**config.mk**
```make
export PLATFORM = sky130hd
export DESIGN_NAME = ackpoll_master
export DESIGN_NICKNAME = d
export VERILOG_FILES = /design/src/rtl/ap_pkg.sv /design/src/rtl/ap_qtick.sv /design/src/rtl/ap_retry.sv /design/src/rtl/ap_shift.sv /design/src/rtl/ap_seq.sv /design/src/rtl/ackpoll_master.sv
export SDC_FILE = /design/constraint.sdc
export NUM_CORES = 1
export LEC_CHECK = 0
export ABC_AREA = 0
export CAP_MARGIN = 20
export CORE_UTILIZATION = 61
export DETAILED_ROUTE_END_ITERATION = 8
export MAX_ROUTING_LAYER = met4
export PLACE_DENSITY = 0.84
export SYNTH_ARGS = -nofsm -noshare
export SYNTH_HDL_FRONTEND = slang
export SYNTH_SLANG_ARGS = --single-unit
```
**constraint.sdc**
```tcl
create_clock -name clk -period 6 [get_ports clk]
set_clock_uncertainty 0.05 [all_clocks]
set_input_delay 1.8 -clock clk [delete_from_list [all_inputs] [get_ports clk]]
set_output_delay 1.8 -clock clk [all_outputs]
set_load 0.005 [all_outputs]
```
**src/rtl/ap_pkg.sv**
```systemverilog
// Shared types for the acknowledge-polling master.
// Assumes: one probe is a fixed sequence of slots, each four quarters long.
package ap_pkg;

    // Slot of a probe; each slot spans four quarter phases
    typedef enum logic [1:0] {
        SLOT_START = 2'd0,
        SLOT_BIT   = 2'd1,
        SLOT_ACK   = 2'd2,
        SLOT_STOP  = 2'd3
    } slot_e;

endpackage

```
**src/rtl/ap_qtick.sv**
```systemverilog
// Quarter-phase tick generator.
// Emits a one-clock tick every QDIV clocks while run is high; it restarts
// from zero whenever run is low, so the first quarter after a launch is full length.
module ap_qtick #(
    parameter int QDIV = 4
) (
    input  logic clk,
    input  logic rst_n,
    input  logic run,
    output logic tick
);
    localparam int CW = (QDIV > 1) ? $clog2(QDIV) : 1;
    localparam logic [CW-1:0] LAST = CW'(QDIV - 1);

    logic [CW-1:0] cnt_q;

    // Count clocks within a quarter; hold at zero while idle
    always_ff @(posedge clk) begin
        if (!rst_n || !run) begin
            cnt_q <= '0;
        end else if (cnt_q == LAST) begin
            cnt_q <= '0;
        end else begin
            cnt_q <= cnt_q + 1'b1;
        end
    end

    assign tick = run && (cnt_q == LAST);

endmodule

```
**src/rtl/ap_retry.sv**
```systemverilog
// Probe counter.
// Counts failed probes since the last launch. Assumes clear and bump are
// never high in the same clock; clear wins if they are.
module ap_retry #(
    parameter int MAX_TRIES = 8,
    localparam int TW = $clog2(MAX_TRIES + 1)
) (
    input  logic          clk,
    input  logic          rst_n,
    input  logic          clear,
    input  logic          bump,
    output logic [TW-1:0] count
);
    // Reset on launch, step on each unanswered probe
    always_ff @(posedge clk) begin
        if (!rst_n || clear) begin
            count <= '0;
        end else if (bump) begin
            count <= count + 1'b1;
        end
    end

endmodule

```
**src/rtl/ap_shift.sv**
```systemverilog
// Frame holder and serialiser.
// Captures the address byte on load and presents it MSB first on cur_bit.
// Reload restores the captured byte for the next probe; shift moves to the next bit.
module ap_shift #(
    parameter int FRAME_W = 8,
    localparam int CNT_W = $clog2(FRAME_W)
) (
    input  logic               clk,
    input  logic               rst_n,
    input  logic               load,
    input  logic [FRAME_W-1:0] frame_in,
    input  logic               reload,
    input  logic               shift,
    output logic               cur_bit,
    output logic               last_bit
);
    localparam logic [CNT_W-1:0] LAST_IDX = CNT_W'(FRAME_W - 1);

    logic [FRAME_W-1:0] frame_q;
    logic [FRAME_W-1:0] shreg_q;
    logic [CNT_W-1:0]   idx_q;

    // Hold the captured byte for the whole loop
    always_ff @(posedge clk) begin
        if (!rst_n) begin
            frame_q <= '0;
        end else if (load) begin
            frame_q <= frame_in;
        end
    end

    // Serialise the byte, restarting it for every probe
    always_ff @(posedge clk) begin
        if (!rst_n) begin
            shreg_q <= '0;
            idx_q   <= '0;
        end else if (load) begin
            shreg_q <= frame_in;
            idx_q   <= '0;
        end else if (reload) begin
            shreg_q <= frame_q;
            idx_q   <= '0;
        end else if (shift) begin
            shreg_q <= {shreg_q[FRAME_W-2:0], 1'b0};
            idx_q   <= (idx_q == LAST_IDX) ? '0 : idx_q + 1'b1;
        end
    end

    assign cur_bit  = shreg_q[FRAME_W-1];
    assign last_bit = (idx_q == LAST_IDX);

endmodule

```
**src/rtl/ap_seq.sv**
```systemverilog
// Probe sequencer.
// Walks START, eight bit slots, ACK and STOP, each four quarters long, and
// drives registered open-drain controls. SCL is released in quarters 2-3 of
// clocked slots. SDA moves in quarter 1 (SCL low), except for the START fall
// (START quarter 2) and the STOP rise (STOP quarter 3).
// Assumes: tick is a one-clock pulse; sda_in is already synchronous.
module ap_seq
    import ap_pkg::*;
(
    input  logic  clk,
    input  logic  rst_n,
    input  logic  go,
    input  logic  tick,
    input  logic  sda_in,
    input  logic  cur_bit,
    input  logic  last_bit,
    input  logic  last_try,
    output logic  busy,
    output logic  done,
    output logic  timeout,
    output logic  scl_low,
    output logic  sda_low,
    output logic  load,
    output logic  reload,
    output logic  try_fail,
    output slot_e slot,
    output logic [1:0] qtr
);
    slot_e      slot_q, nslot;
    logic [1:0] q_q, nq;
    logic       busy_q, acked_q, done_q, to_q;
    logic       scl_q, sda_q;
    logic       wrap, end_attempt;

    // Next slot and quarter, applied only on a tick
    always_comb begin
        wrap  = (q_q == 2'd3);
        nq    = q_q + 2'd1;
        nslot = slot_q;
        if (wrap) begin
            unique case (slot_q)
                SLOT_START: nslot = SLOT_BIT;
                SLOT_BIT:   nslot = last_bit ? SLOT_ACK : SLOT_BIT;
                SLOT_ACK:   nslot = SLOT_STOP;
                SLOT_STOP:  nslot = SLOT_START;
                default:    nslot = SLOT_START;
            endcase
        end
    end

    assign end_attempt = busy_q && tick && wrap && (slot_q == SLOT_STOP);
    assign load        = go && !busy_q;
    assign try_fail    = end_attempt && !acked_q;
    assign reload      = try_fail && !last_try;

    // Probe state, bus drive and completion pulses
    always_ff @(posedge clk) begin
        if (!rst_n) begin
            busy_q  <= 1'b0;
            slot_q  <= SLOT_START;
            q_q     <= 2'd0;
            acked_q <= 1'b0;
            done_q  <= 1'b0;
            to_q    <= 1'b0;
            scl_q   <= 1'b0;
            sda_q   <= 1'b0;
        end else begin
            done_q <= 1'b0;
            to_q   <= 1'b0;
            if (!busy_q) begin
                if (go) begin
                    busy_q  <= 1'b1;
                    slot_q  <= SLOT_START;
                    q_q     <= 2'd0;
                    acked_q <= 1'b0;
                end
            end else if (tick) begin
                q_q    <= nq;
                slot_q <= nslot;
                if (slot_q == SLOT_ACK && q_q == 2'd2) begin
                    acked_q <= !sda_in;
                end
                unique case (nq)
                    2'd0: begin
                        if (nslot != SLOT_START) scl_q <= 1'b1;
                    end
                    2'd1: begin
                        if (nslot == SLOT_BIT)       sda_q <= !cur_bit;
                        else if (nslot == SLOT_ACK)  sda_q <= 1'b0;
                        else if (nslot == SLOT_STOP) sda_q <= 1'b1;
                    end
                    2'd2: begin
                        scl_q <= 1'b0;
                        if (nslot == SLOT_START) sda_q <= 1'b1;
                    end
                    default: begin
                        if (nslot == SLOT_STOP) sda_q <= 1'b0;
                    end
                endcase
                if (end_attempt) begin
                    acked_q <= 1'b0;
                    if (acked_q) begin
                        busy_q <= 1'b0;
                        done_q <= 1'b1;
                    end else if (last_try) begin
                        busy_q <= 1'b0;
                        to_q   <= 1'b1;
                    end
                end
            end
        end
    end

    assign busy    = busy_q;
    assign done    = done_q;
    assign timeout = to_q;
    assign scl_low = scl_q;
    assign sda_low = sda_q;
    assign slot    = slot_q;
    assign qtr     = q_q;

endmodule

```
**src/rtl/ackpoll_master.sv**
```systemverilog
// Acknowledge-polling bus master, top level.
// Repeats START + address byte + ACK sample + STOP until the device answers
// or MAX_TRIES probes fail. Bus pins are open-drain controls (1 = pull low).
// Assumes: sda_in is synchronised to clk outside this block; no clock stretching.
module ackpoll_master #(
    parameter int QDIV      = 4,
    parameter int MAX_TRIES = 8
) (
    input  logic       clk,
    input  logic       rst_n,
    input  logic       go,
    input  logic [6:0] dev_addr,
    input  logic       rd_wr,
    input  logic       sda_in,
    output logic       scl_oe,
    output logic       sda_oe,
    output logic       busy,
    output logic       done,
    output logic       timeout
);
    import ap_pkg::*;

    localparam int TW = $clog2(MAX_TRIES + 1);
    localparam logic [TW-1:0] LAST_TRY = TW'(MAX_TRIES - 1);

    logic          qtick, cur_bit, last_bit, last_try;
    logic          load, reload, try_fail, shift_en;
    logic [TW-1:0] tries;
    slot_e         slot_w;
    logic [1:0]    qtr_w;

    ap_qtick #(.QDIV(QDIV)) u_qtick (
        .clk  (clk),
        .rst_n(rst_n),
        .run  (busy),
        .tick (qtick)
    );

    ap_retry #(.MAX_TRIES(MAX_TRIES)) u_retry (
        .clk  (clk),
        .rst_n(rst_n),
        .clear(load),
        .bump (try_fail),
        .count(tries)
    );

    assign last_try = (tries == LAST_TRY);
    assign shift_en = qtick && (slot_w == SLOT_BIT) && (qtr_w == 2'd3);

    ap_shift #(.FRAME_W(8)) u_shift (
        .clk     (clk),
        .rst_n   (rst_n),
        .load    (load),
        .frame_in({dev_addr, rd_wr}),
        .reload  (reload),
        .shift   (shift_en),
        .cur_bit (cur_bit),
        .last_bit(last_bit)
    );

    ap_seq u_seq (
        .clk     (clk),
        .rst_n   (rst_n),
        .go      (go),
        .tick    (qtick),
        .sda_in  (sda_in),
        .cur_bit (cur_bit),
        .last_bit(last_bit),
        .last_try(last_try),
        .busy    (busy),
        .done    (done),
        .timeout (timeout),
        .scl_low (scl_oe),
        .sda_low (sda_oe),
        .load    (load),
        .reload  (reload),
        .try_fail(try_fail),
        .slot    (slot_w),
        .qtr     (qtr_w)
    );

endmodule

```
=== Yosys cells after proc, flatten, opt, wreduce, memory -nomap -nowiden ===
Cells that the tools add are included.

* Output and inout port bits: 5
* Logic and storage cells: 107
* Memory bits (read-only): 0
* Memory bits (writable): 0
* Latch bits: 0
* Register bits: 35
* Input bits: 12
* Memories kept: 0

* Mux-type cells: 33
* Reduce and logical (&&, ||, !) cells: 34
* $mul: 0
* Magnitude comparators: 0
* Div/mod/pow operators: 0
* Bitwise operators: 5
* Equality and inequality tests: 18
* Shift-type cells: 0
* $add $sub $neg: 4

{| class="wikitable"
|+ Operators by type and width
! cell !! count
|-
| $mux W8 || 3
|-
| $mux W1 || 19
|-
| $eq A2 B2 Y1 const B || 8
|-
| $mux W2 || 7
|-
| $logic_and A1 B1 Y1 || 10
|-
| $pmux W2 S4 || 1
|-
| $reduce_and A4 Y1 || 2
|-
| $eq A2 B1 Y1 const B || 3
|-
| $logic_not A1 Y1 || 6
|-
| $logic_not A2 Y1 || 3
|-
| $reduce_and A6 Y1 || 1
|-
| $reduce_bool A2 Y1 || 3
|-
| $reduce_bool A3 Y1 || 2
|-
| $not A1 Y1 || 5
|-
| $reduce_or A5 Y1 || 1
|-
| $add A2 B1 Y2 const B || 2
|-
| $add A4 B1 Y4 const B || 1
|-
| $eq A4 B3 Y1 const B || 1
|-
| $ne A2 B1 Y1 const B || 2
|-
| $ne A4 B1 Y1 const B || 1
|-
| $add A3 B1 Y3 const B || 1
|-
| $eq A3 B3 Y1 const B || 1
|-
| $mux W3 || 1
|-
| $ne A3 B3 Y1 const B || 1
|-
| 8 further kinds || 9
|}

=== Longest topological paths before layout ===
Gate-level depths: netlist of the first run.

* Depth in word-level cells: 9
* Depth in mapped cells: 10
* Depth with buffers taken out: 10

=== Hierarchy ===
Synthesis of the first run repeated with hierarchy kept, for this count alone.

* Cells, all modules: 196
* Area, all modules: 1764.2 µm²

{| class="wikitable"
|+ By module, submodules not included
! module !! area each (µm²) !! instances !! cells each !! seq. area each (µm²)
|-
| ap_shift || 812.0 || 1 || 88 || 380.4
|-
| ap_seq || 666.9 || 1 || 82 || 200.2
|-
| ap_retry || 181.4 || 1 || 17 || 80.1
|-
| ap_qtick || 83.8 || 1 || 6 || 40.0
|-
| ackpoll_master || 20.0 || 1 || 3 || 0.0
|}

=== Least setup slack after synthesis of the first run ===
OpenSTA, ideal clock, no wires.

* Path type: input to register
* Start point: input port go
* End point: register u_shift.shreg_q[7]
* Arrival time: 2.738 ns
* Cell stages on the path: 4
* Path buffers: 1
* Setup time: 0.117 ns
* Data required time: 5.833 ns
* Path slack: 3.095 ns
* Cell sequence: nor2b_1 > clkbuf_1 > o31a_1 > a32o_1

* Longest elaborated chain between the ends: 2
* Elaborated cells between the ends (all ways): 3
* Classes of those cells: 1 x mux; 2 x reduce/logical

{| class="wikitable"
|+ RTL lines
! item !! line !! RTL
|-
| start: declaration || ackpoll_master.sv:11 || <nowiki>input logic go,</nowiki>
|-
| $logic_and A1 B1 Y1 * || ap_seq.sv:52 || <nowiki>assign load = go && !busy_q;</nowiki>
|-
| $reduce_bool A3 Y1 (no line) or $mux W8 (tied branches) || - ||
|-
| end signal: assignment || ap_shift.sv:38 || <nowiki>shreg_q <= frame_in;</nowiki>
|-
| end signal: assignment || ap_shift.sv:41 || <nowiki>shreg_q <= frame_q;</nowiki>
|-
| end signal: assignment || ap_shift.sv:44 || <nowiki>shreg_q <= {shreg_q[FRAME_W-2:0], 1'b0};</nowiki>
|-
| end: declaration || ap_shift.sv:20 || <nowiki>logic [FRAME_W-1:0] shreg_q;</nowiki>
|}

Every way passes the cells marked *; elsewhere a longest branch is shown, timed or not.
A chain may end at the register's enable or synchronous reset.

==> results.yml, run 1 <==
critical_path:
  path_max_fanout: 23
  crit_path_start_kind: "input pin"
  required_ns: 6.24
  cpPeakStageDelay_ns: 0.92
  path_delay_family: "simple AND/OR/NAND/NOR gates"
  worstPathCellList: "clkdlybuf4s50_1 -> nand2_1 -> nor3_1 -> a32o_1"
  crit_type: "input pin to flop"
  crit_buf_inv: 1
  end_kind: "flop"
  cp_slowest_cell: "clkdlybuf4s50_1"
  cp.arrival_ns: 3.95
routing:
  routedWlPerCell_microns: 14.0
  vias: 1450
  dr.pass1.iters: 4
  dr.first_iter.drc_count: 52
  viasPerCell: 5.82
  antenna_left: 0
  wirelength_microns: 3490
  drc: 0
timing:
  max_freq_mhz: 269
  drv_slew: 0
  rsz0062_at_grt: "false"
  relSlewSlack: 0.345
  fin_setup_tns_ns: 0
  worst_pin_slew_ns: 0.978
  min_period_ns: 3.71
  hold_viol_final: 0
  fin_crit_sh: 0.619
  setup_viol_count_final: 0
placement:
  placed_cells: 241
  io_buffers: 16
  place_congestion: 0.806
  dp_hpwl_microns: 2520
status:
  status: "finished, final reports clean"
floorplanning:
  die_w_microns: 56.6
  core-area_sq_um: 2780
  die_area_sq_um: 3210
  rows: 19
  io_pins: 17
  die_h_microns: 56.6
  initial_core_util: 0.655
clock_network:
  cts.clk_slew.worst_paths_ns: 0.11
  cts.path.max_buffers: 2
  ctsHoldBuffers: 0
  clk_latency_ns: 0.34
  htreeDepth: 2
  cts-root-buf: "clkbuf_4"
  cts_inserted_buffers: 5
  cts_tree: "built"
  cts_resized: 0
  clock-sinks: 35
  post-cts-setup-buffers: 0
pwr:
  power.leakage_nw: 0.806
  ir_worst_vdd_uv: 246
  power_density_nw_per_um2: 239
yosys:
  synth_edf_count: 0
  yosysWarningCount: 0
  ys_ff_latch: 35
  async_flop_share: 0
  yosys.area.top_type_share: 0.385
  yosys.area.top_type: "dfxtp_1"
  synth.yosys.seq_area_share: 0.385
  netlist_area_sq_um: 1820
  yosysUniqueCellTypes: 43
  synthCells: 202
  synthesis.nets: 227
  synth_area_leaders: "dfxtp_1 38%, ha_1 8.9%, mux2i_1 6.6%, nand2_1 4.7%, nor2_1 4.7%"
  synth-main-ff-cell: "dfxtp_1"
  syn_avg_cell_area_sq_um: 9.01
final_layout:
  final_common_cell: "dfxtp_1"
  final_cell_mix: "35 x dfxtp_1, 23 x nand2_1, 23 x nor2_1"
  num-nets-final: 242
  syn_to_final_growth_pct: 14.3
  final_cells: 249
  fillCellCount: 229
  antenna_cells: 0
  final_layout_size_suffix_gt1_frac: 0.0688
global_route:
  grtUsageTotal: 0.255
  grt_max_degree: 31
  grt_pass1_wl_microns: 6110
  antenna_found_initial: 0
  grt_pass1_vias: 1394
  overflow: 0
worst_hold_path:
  holdCritPathClass: "flop to flop"
run:
  cap_violations: 0
final timing paths:
check | end | slack, ns | start | depth (start not counted)
hold reg to reg | u_qtick.cnt_q[0] | 0.37 | u_qtick.cnt_q[0] | 1
hold / removal | u_qtick.cnt_q[0] | 0.37 | u_qtick.cnt_q[0] | 1
setup reg to reg | u_seq.sda_low | 3.56 | u_shift.idx_q[0] | 9
setup / recovery | u_shift.shreg_q[1] | 2.29 | rst_n | 4
state kept, by name, summed over array words and instances, names as in the netlist:
register	flops
u_seq.sda_low	1
u_shift.shreg_q	8
u_seq.timeout	1
u_seq.busy	1
u_seq.done	1
u_seq.qtr	2
u_retry.count	4
u_seq.acked_q	1
u_shift.frame_q	8
u_qtick.cnt_q	2
u_shift.idx_q	3
u_seq.scl_low	1
u_seq.slot	2
cells in the mapped netlist (2+ instances only):
master	instances
a21boi_0	8
a21oi_1	4
a22oi_1	2
a32o_1	7
and2_1	3
and3_1	2
clkbuf_1	5
dfxtp_1	35
ha_1	13
inv_1	9
mux2i_1	12
nand2_1	23
nand2b_1	7
nand3_1	2
nor2_1	23
nor2b_1	9
nor3_1	7
o211a_1	2
o21ai_0	3
xnor2_1	3
area by class of cell:
class                      count  area [sq um]  share of cell area
timing repair buffer          16           160              0.0770
clock buffer                   6          41.3              0.0198
multi-input combinational    150          1050               0.503
sequential                    35           701               0.337
clock inverter                 2          60.1              0.0289
tap                           31          38.8              0.0186
inverter                       9          33.8              0.0162
metrics by stage:
step / util / worst slack [ns] / total power [mW] / hold WS [ns] / cell area [sq um]
after floorplan: - / 3.10 / 0.276 / 0.346 / 1820
after global placement: 0.712 / 2.03 / 0.289 / 0.355 / 1980
after detailed placement: 0.712 / 1.95 / 0.291 / 0.366 / 1980
after CTS: 0.748 / 2.33 / 0.499 / 0.378 / 2080
after global routing: 0.748 / 2.10 / 0.517 / 0.403 / 2080
final: 0.748 / 2.29 / 0.497 / 0.375 / 2080
logic make-up after synthesis:
family                     synth area share
AOI/OAI and AO/OA                     0.164
xor gates and xnor gates             0.0144
adders and majority gates            0.0893
buffers and inverters                0.0419
DFF                                   0.385
muxes                                0.0722
and+or+nand+nor                       0.233
routing by layer:
metal,routed length (microns),track usage,vias to the layer above
met1,1540,0.303,683
li1,-,-,731
met3,164,0.0691,7
met2,1720,0.418,29
met4,62,0.0836,0
met5,0,-,-
power by group:
part | total [mW] | internal, mW | switching [mW]
Sequential | 0.245 | 0.240 | 0.00514
Combinational | 0.0412 | 0.0201 | 0.0211
Clock | 0.211 | 0.130 | 0.0806
No activity file was read; power rests on OpenSTA's default activity.
==> run 2: changes to the inputs <==
Settings changed: CORE_UTILIZATION 61 to 56, PLACE_DENSITY 0.84 to 0.78.
Clock period 6 ns to 3.8 ns, I/O delays scaled along.
==> run 2 against run 1 <==
Cell count increased by 6.4%. Total power up 49%. Combinational power rose by 62%. Via count rose by 1.7%. Largest cell class unchanged. Non-clock buffer count is 3 higher. Sequential share of layout area decreased by 0.38 points. Register-to-register slack worse by 2.2 ns. Largest power group unchanged. Critical path type is now flop to primary output. Highest routed layer unchanged.
==> results.yml, run 2 (synthesis gave the netlist of run 1 again) <==
critical_path:
  required_ns: 2.61
  rrSetupSlack_ns: 1.38
  reg2reg_to: "u_seq.sda_low"
  path_delay_family: "flip-flops"
  reg2reg_depth: 9
  end_kind: "primary output"
  cp.arrival_ns: 1.51
  cpPeakStageDelay_ns: 0.58
  crit_path_start_kind: "flop"
  worstPathCellList: "clkdlybuf4s50_1"
  cp_slowest_cell: "dfxtp_1"
  crit_type: "flop to primary output"
  path_max_fanout: 11
  crit_buf_inv: 1
  reg2reg_from: "u_shift.idx_q[0]"
  crit_path_start: "u_seq.busy"
routing:
  dr.pass1.iters: 4
  wirelength_microns: 3430
  vias: 1475
  antenna_left: 0
  routedWlPerCell_microns: 13.0
  dr.first_iter.drc_count: 54
  viasPerCell: 5.57
  drc: 0
global_route:
  grt_max_degree: 31
  overflow: 0
  antenna_found_initial: 0
  grtUsageTotal: 0.238
  grt_pass1_wl_microns: 5980
  grt_pass1_vias: 1406
pwr:
  ir_worst_vdd_uv: 251
  power_density_nw_per_um2: 351
  power.leakage_nw: 0.816
clock_network:
  post-cts-setup-buffers: 0
  cts_tree: "built"
  cts_resized: 0
  cts-root-buf: "clkbuf_4"
  ctsHoldBuffers: 0
  cts_inserted_buffers: 5
  clock-sinks: 35
  cts.clk_slew.worst_paths_ns: 0.11
  htreeDepth: 2
  cts.path.max_buffers: 2
  clk_latency_ns: 0.34
final_layout:
  num-nets-final: 245
  final_common_cell: "dfxtp_1"
  final_cells: 265
  top_regs: "u_shift.frame_q x8, u_shift.shreg_q x8, u_retry.count x4"
  final_cell_mix: "35 x dfxtp_1, 23 x nand2_1, 23 x nor2_1"
  syn_to_final_growth_pct: 15.6
  final_layout_size_suffix_gt1_frac: 0.0860
  antenna_cells: 0
timing:
  worst_pin_slew_ns: 0.638
  max_freq_mhz: 371
  fin_setup_tns_ns: 0
  setup_viol_count_final: 0
  fin_crit_sh: 0.709
  rsz0062_at_grt: "false"
  relSlewSlack: 0.573
  whs_ns: 0.375
  hold_viol_final: 0
  min_period_ns: 2.70
  drv_slew: 0
floorplanning:
  core-area_sq_um: 3080
  die_area_sq_um: 3480
  die_w_microns: 59.0
  rows: 20
  die_h_microns: 59.0
  io_pins: 17
  initial_core_util: 0.591
placement:
  place_congestion: 0.820
  placed_cells: 257
  io_buffers: 16
  dp_hpwl_microns: 2480
worst_hold_path:
  worstHoldStart: "u_qtick.cnt_q[0]"
  holdCritPathClass: "flop to flop"
  min_path_cells: 1
  hold_end: "u_qtick.cnt_q[0]"
run:
  cap_violations: 0
status:
  status: "finished, final reports clean"
-- run 2: cell count changes in the layout (fill, tap and decap cells not counted), sizes merged --
cell,previous run,this run
buf,0,3
clkinv,0,1
bufinv,2,1
-- run 2: worst max path at each step --
stage                         end  slack (ns)  cells after the start
2_1_floorplan  u_shift.shreg_q[7]        1.56                      4
3_3_place_gp   u_shift.shreg_q[1]        0.85                      6
3_5_place_dp   u_shift.shreg_q[6]        0.80                      6
4_1_cts                      busy        1.09                      1
5_1_grt                      busy        1.00                      1
6_report                     busy        1.10                      1
-- run 2: layout make-up --
type | count | area [sq um]
well taps | 44 | 55.1
clock buffers | 6 | 51.3
flip-flops and latches | 35 | 701
multi-input cells | 150 | 1050
fillers | 259 | 973
repair buffers | 19 | 183
inverters | 9 | 33.8
clock inverters | 2 | 35.0
-- run 2: per-stage QoR --
stage | util | power [mW] | setup WS, ns | cell area (sq um)
2_1_floorplan | - | 0.436 | 1.56 | 1820
3_3_place_gp | 0.656 | 0.459 | 0.854 | 2020
3_5_place_dp | 0.656 | 0.462 | 0.799 | 2020
4_1_cts | 0.684 | 0.747 | 1.09 | 2100
5_1_grt | 0.684 | 0.772 | 1.00 | 2100
6_report | 0.684 | 0.739 | 1.10 | 2100
-- run 2: report_power, final --
part	switching, mW	leakage [nW]	internal, mW
sequential	0.00810	0.285	0.378
combinational	0.0331	0.484	0.0337
clock	0.130	0.0482	0.155
total	0.171	0.816	0.568
-- run 2: per-layer routing --
metal  vias to the layer above  wire length [microns]  global-route usage
met5                         -                      0                   -
met4                         0                     57               0.116
met3                         8                    135              0.0742
met2                        30                   1760               0.388
met1                       695                   1480               0.264
li1                        742                      -                   -
